## src/rtl/spc_pkg.sv

```systemverilog
package spc_pkg;
    localparam int REG_AW  = 3;
    localparam int DATA_W  = 8;
    localparam int ADDR_W  = 8;
    localparam int NREGS   = 1 << REG_AW;
    localparam int NWORDS  = 1 << ADDR_W;
    localparam int INSN_W  = 1 + REG_AW + ADDR_W;
    localparam int FLAT_W  = NREGS * DATA_W;

    typedef enum logic {
        OP_INC = 1'b0,
        OP_JRZ = 1'b1
    } op_e;

    typedef struct packed {
        op_e               op;
        logic [REG_AW-1:0] rn;
        logic [ADDR_W-1:0] tgt;
    } insn_t;

    // queue between fetch and operand stages
    typedef struct packed {
        logic              vld;
        insn_t             ins;
        logic [ADDR_W-1:0] pc;
    } fq_t;

    // queue between operand and execute stages
    typedef struct packed {
        logic              vld;
        insn_t             ins;
        logic [DATA_W-1:0] opv;
        logic [ADDR_W-1:0] pc;
    } oq_t;
endpackage

```

## src/rtl/spc_fetch.sv

```systemverilog
module spc_fetch
    import spc_pkg::*;
(
    input  logic              clk,
    input  logic              rst_n,
    input  logic              ld_we,
    input  logic [ADDR_W-1:0] ld_addr,
    input  logic [INSN_W-1:0] ld_word,
    input  logic              pop,
    input  logic              redirect,
    input  logic [ADDR_W-1:0] redir_tgt,
    output fq_t               q1
);
    logic [INSN_W-1:0] imem [NWORDS];
    logic [ADDR_W-1:0] pc;
    logic              accept;

    assign accept = !q1.vld || pop;

    always_ff @(posedge clk) begin
        if (ld_we) imem[ld_addr] <= ld_word;
    end

    always_ff @(posedge clk) begin
        if (!rst_n) begin
            pc <= '0;
            q1 <= '0;
        end else if (redirect) begin
            pc     <= redir_tgt;
            q1.vld <= 1'b0;
        end else if (accept) begin
            q1.vld <= 1'b1;
            q1.ins <= insn_t'(imem[pc]);
            q1.pc  <= pc;
            pc     <= pc + 1'b1;
        end
    end

    AST_REDIRECT_PC: assert property (@(posedge clk) disable iff (!rst_n)
        redirect |=> (pc == $past(redir_tgt)) && !q1.vld);
    AST_SEQ_PC: assert property (@(posedge clk) disable iff (!rst_n)
        (!redirect && accept) |=> pc == $past(pc) + 1'b1);
endmodule

```

## src/rtl/spc_operand.sv

```systemverilog
module spc_operand
    import spc_pkg::*;
(
    input  logic              clk,
    input  logic              rst_n,
    input  fq_t               q1,
    input  logic              redirect,
    input  logic [DATA_W-1:0] rd_data,
    output logic [REG_AW-1:0] rd_addr,
    output logic              pop,
    output oq_t               q2
);
    logic hazard;

    assign hazard  = q2.vld && (q2.ins.op == OP_INC) && (q2.ins.rn == q1.ins.rn);
    assign pop     = q1.vld && !hazard && !redirect;
    assign rd_addr = q1.ins.rn;

    // stage three drains q2 every cycle, so a bubble is written when idle
    always_ff @(posedge clk) begin
        if (!rst_n || redirect) begin
            q2.vld <= 1'b0;
        end else begin
            q2.vld <= pop;
            q2.ins <= q1.ins;
            q2.opv <= rd_data;
            q2.pc  <= q1.pc;
        end
    end

    AST_RAW_STALL: assert property (@(posedge clk) disable iff (!rst_n)
        (q1.vld && hazard) |=> q1.vld && $stable(q1.pc) && !q2.vld);
endmodule

```

## src/rtl/spc_execute.sv

```systemverilog
module spc_execute
    import spc_pkg::*;
(
    input  logic              clk,
    input  logic              rst_n,
    input  oq_t               q2,
    input  logic [REG_AW-1:0] rd_addr,
    output logic [DATA_W-1:0] rd_data,
    output logic              redirect,
    output logic [ADDR_W-1:0] redir_tgt,
    output logic [FLAT_W-1:0] rf_flat
);
    logic [DATA_W-1:0] rf [NREGS];
    logic              do_inc;

    assign do_inc    = q2.vld && (q2.ins.op == OP_INC);
    assign redirect  = q2.vld && (q2.ins.op == OP_JRZ) && (q2.opv == '0);
    assign redir_tgt = q2.ins.tgt;
    assign rd_data   = rf[rd_addr];

    always_ff @(posedge clk) begin
        if (!rst_n) begin
            for (int i = 0; i < NREGS; i++) rf[i] <= '0;
        end else if (do_inc) begin
            rf[q2.ins.rn] <= q2.opv + 1'b1;
        end
    end

    for (genvar g = 0; g < NREGS; g++) begin : g_flat
        assign rf_flat[g*DATA_W +: DATA_W] = rf[g];
    end

    AST_INC_WRITE: assert property (@(posedge clk) disable iff (!rst_n)
        do_inc |=> rf[$past(q2.ins.rn)] == DATA_W'($past(rf[q2.ins.rn]) + 1'b1));
    AST_NOTAKEN_QUIET: assert property (@(posedge clk) disable iff (!rst_n)
        (q2.vld && q2.ins.op == OP_JRZ && q2.opv != '0) |=> $stable(rf_flat));
endmodule

```

## src/rtl/spc_core.sv

```systemverilog
module spc_core
    import spc_pkg::*;
(
    input  logic              clk,
    input  logic              rst_n,
    input  logic              load_we,
    input  logic [ADDR_W-1:0] load_addr,
    input  logic [INSN_W-1:0] load_word,
    output logic              retire_valid,
    output logic [ADDR_W-1:0] retire_pc,
    output logic [FLAT_W-1:0] regs_flat
);
    fq_t               q1;
    oq_t               q2;
    logic              pop;
    logic              redirect;
    logic [ADDR_W-1:0] redir_tgt;
    logic [REG_AW-1:0] rd_addr;
    logic [DATA_W-1:0] rd_data;

    spc_fetch u_fetch (
        .clk(clk), .rst_n(rst_n), .ld_we(load_we), .ld_addr(load_addr),
        .ld_word(load_word), .pop(pop), .redirect(redirect),
        .redir_tgt(redir_tgt), .q1(q1)
    );

    spc_operand u_operand (
        .clk(clk), .rst_n(rst_n), .q1(q1), .redirect(redirect),
        .rd_data(rd_data), .rd_addr(rd_addr), .pop(pop), .q2(q2)
    );

    spc_execute u_execute (
        .clk(clk), .rst_n(rst_n), .q2(q2), .rd_addr(rd_addr),
        .rd_data(rd_data), .redirect(redirect), .redir_tgt(redir_tgt),
        .rf_flat(regs_flat)
    );

    assign retire_valid = q2.vld;
    assign retire_pc    = q2.pc;

    AST_RESET_QUIET: assert property (@(posedge clk)
        !rst_n |=> !retire_valid && (regs_flat == '0));
endmodule

```

## config.mk

```make
export PLATFORM = sky130hd
export DESIGN_NAME = spc_core
export DESIGN_NICKNAME = d
export VERILOG_FILES = /design/src/rtl/spc_pkg.sv /design/src/rtl/spc_fetch.sv /design/src/rtl/spc_operand.sv /design/src/rtl/spc_execute.sv /design/src/rtl/spc_core.sv
export SDC_FILE = /design/constraint.sdc
export NUM_CORES = 2
export LEC_CHECK = 0
export BUFFER_PORTS_ARGS = -buffer_cell sky130_fd_sc_hd__buf_2
export CAP_MARGIN = 20
export CORE_MARGIN = 2
export CORE_UTILIZATION = 45
export CTS_CLUSTER_SIZE = 10
export DETAILED_ROUTE_END_ITERATION = 10
export PLACE_DENSITY = 0.59
export SLEW_MARGIN = 10
export SYNTH_ARGS = -nofsm -noshare
export SYNTH_HDL_FRONTEND = slang
export SYNTH_SLANG_ARGS = --single-unit
```

## constraint.sdc

```tcl
create_clock -name clk -period 7.9 [get_ports clk]
set_clock_uncertainty 0.2 [all_clocks]
set_input_delay 1.185 -clock clk [delete_from_list [all_inputs] [get_ports clk]]
set_output_delay 1.185 -clock clk [all_outputs]
set_load 0.02 [all_outputs]
```

==> results.cfg <==
[worst_setup_path]
path_max_fanout = 94
cp-end-kind = flop
crit_arrival_ps = 5510
start_kind = flop
regToRegEndpoint = u_fetch.q1[17]
critPathKind = flop to flop
cpPeakStageDelay_ps = 810
r2r-start = u_fetch.pc[0]
reg2reg_depth = 9
crit_buf_inv = 2
crit_chain = buf_12 -> buf_4 -> mux4_2 -> nand2_1 -> a21oi_1 -> a2111oi_2 -> o21ai_1 -> o2111ai_1 -> o31ai_1
cp_slowest_cell = dfxtp_4
r2r_slack_ps = 2940
worst_ep_required_time_ps = 8450
cp_top_family = compound AO/OA/AOI/OAI gates

[yosys]
ys_async_sr_fraction_pct = 0
synth_top_cell_by_area = edfxtp_1
synth_top_cell_area_share_pct = 76.8
yosysSeqAreaShare_pct = 77.3
synth_nets = 5709
syn_area_um2 = 124000
synth_common_cells = edfxtp_1, mux4_2, nor2_1, mux2i_1, nand2_1
synth_ff_type = edfxtp_1
synth-seq-cells = 3194
ys_top_cells_by_area = edfxtp_1, mux4_2, mux2i_1
yosysMostFrequentCell = edfxtp_1
synthDistinctLibCells = 73
synthCells = 5683
synth_warnings = 0
synth_edf_count = 3164
avgSynthCellArea_um2 = 21.8

[clock_tree]
clk_pin_slew_ps = 60
cts_tree = built
clk_latency_ps = 890
numCtsBuffers = 365
cts_setup_buffers = 0
root_buffer = clkbuf_16
htree_num_levels = 5
cts_buffer_depth = 4
cts.sinks = 3194
hold_buffers = 0
cts_resized = 0

[pwr]
p_clk_share_pct = 40.9
power.total_mw = 36.2
switchingPower_mw = 7.91
pwr-share-comb_pct = 7.2
leakagePower_nw = 43.7
pwr-share-seq_pct = 52.0
power_density_nw_per_um2 = 258
ir_worst_vdd_mv = 0.173
p_int_mw = 28.2
switching_share_pct = 21.9

[worst_hold_path]
hold_class = flop to flop
min_to = u_operand.q2[7]
hp-start = u_fetch.q1[7]
min_delay_path_depth = 0

[timing]
rsz0062_at_grt = no
setup_viol = 0
hold_violations = 0
post-route-min-period_ps = 4960
fin_crit_sh_pct = 62.8
maxSlewViolCount = 0
slew-limit-headroom_pct = 22.6
fin_setup_tns_ps = 0
tightest_slew_ps = 1150
max_freq_ghz = 0.202

[layout]
post_route_cells_drive_above_1_share_pct = 27.0
final_nets = 6163
fillers = 21200
multi_input_area_um2 = 26300
seq_area_um2 = 95600
area_growth_syn_to_layout_pct = 13.1

[routing]
via_count = 61100
route.antenna.remaining_nets = 0
drtPass1Iterations = 8
routed_wl_um = 337000
drtIter0Drc = 8193
drc = 0
avgRoutedWirePerCell_um = 34.2
drt-vias-per-instance = 6.20

[flow_run]
maxCapViolations = 0

[floorplan]
initial_core_util_pct = 45.2
fp.dieW_um = 528
dieArea_um2 = 279000
coreArea_um2 = 274000
ios = 96
rows = 192
die_y_um = 528

[grt]
grt_max_degree = 177
grt-ovfl-total = 0
grt_pass1_vias = 60800
grt_pass1_wl_um = 473000
grt_antenna_before_repair = 21
track_usage_pct = 24.0

[outcome]
status = finished clean

[placed_design]
post-dp-hpwl_um = 200000
gp_congestion = 0.876
port_buffers = 95
[worst max path at each step]
| stage | from | to | slack (ps) | depth (start not counted) |
|---|---|---|---|---|
| 5_1_grt | u_fetch.pc[0] | u_fetch.q1[17] | 2800 | 9 |
| 2_1_floorplan | rst_n | u_operand.q2[0] | 4570 | 2 |
| 3_3_place_gp | u_fetch.pc[0] | u_fetch.q1[17] | 1860 | 9 |
| 6_report | u_fetch.pc[0] | u_fetch.q1[17] | 2940 | 9 |
| 4_1_cts | u_fetch.pc[0] | u_fetch.q1[17] | 2960 | 9 |
| 3_5_place_dp | u_fetch.pc[0] | u_fetch.q1[17] | 2940 | 9 |
[cells in the final DEF, fill, tap and decap left out, types with 45 or more instances in the layout]
cell type / n
clkbuf_1: 84
buf_4: 274
a22oi_1: 57
edfxtp_1: 3164
nor2_2: 45
clkbuf_16: 376
buf_2: 85
nand2_1: 153
mux4_2: 784
nor2_1: 328
mux2i_1: 254
a21oi_1: 83
[kinds of logic after synthesis]
logic type,count (synthesis),synth area share [%]
xor+xnor,9,0.0637
flops,3194,77.3
simple gates,654,2.21
mux,1052,16.5
fa+ha+maj,3,0.0303
compound gates,425,2.37
buf+inv,346,1.57
[layer usage]
layer	GRT usage, %	vias up	part of all wire (%)
li1	-	24600	-
met1	34.1	32900	41
met2	37.8	2986	47
met3	4.52	510	8.7
met5	0	-	0.010
met4	7.28	4	3.3
[power groups by stage]
stage | registers (mW) | logic (mW) | clock network, mW
final | 18.8 | 2.59 | 14.8
after global routing | 18.8 | 2.71 | 15.6
after CTS | 18.8 | 2.62 | 15.0
after detailed placement | 19.1 | 2.61 | 0
after global placement | 19.1 | 2.59 | 0
after floorplan | 19.1 | 1.56 | 0
[registers in the layout, summed over array words and instances, names as in the netlist]
signal and flops:
u_fetch.imem 3072, u_execute.rf 64, u_operand.q2 29, u_fetch.q1 21, u_fetch.pc 8
[per-stage QoR]
stage          setup slack (ps)  hold slack [ps]  std cells  utilization, %  area [um^2]
2_1_floorplan              4570              200       5683               -       124000
3_3_place_gp               1860              207       9284            47.2       129000
3_5_place_dp               2940              212       9325            47.4       130000
4_1_cts                    2960              225       9802            51.0       140000
5_1_grt                    2800              233       9840            51.1       140000
6_report                   2940              230       9842            51.1       140000
[area by class of cell]
cell class              instances  area share (%)
flip-flops and latches       3194            68.3
multi-input cells            2143            18.8
clock buffers                 460            6.94
well taps                    3589            3.21
repair buffers                425            2.47
clock inverters                17           0.167
inverters                       8          0.0322
diodes                          6          0.0107
(Power assumes the default switching activity.)
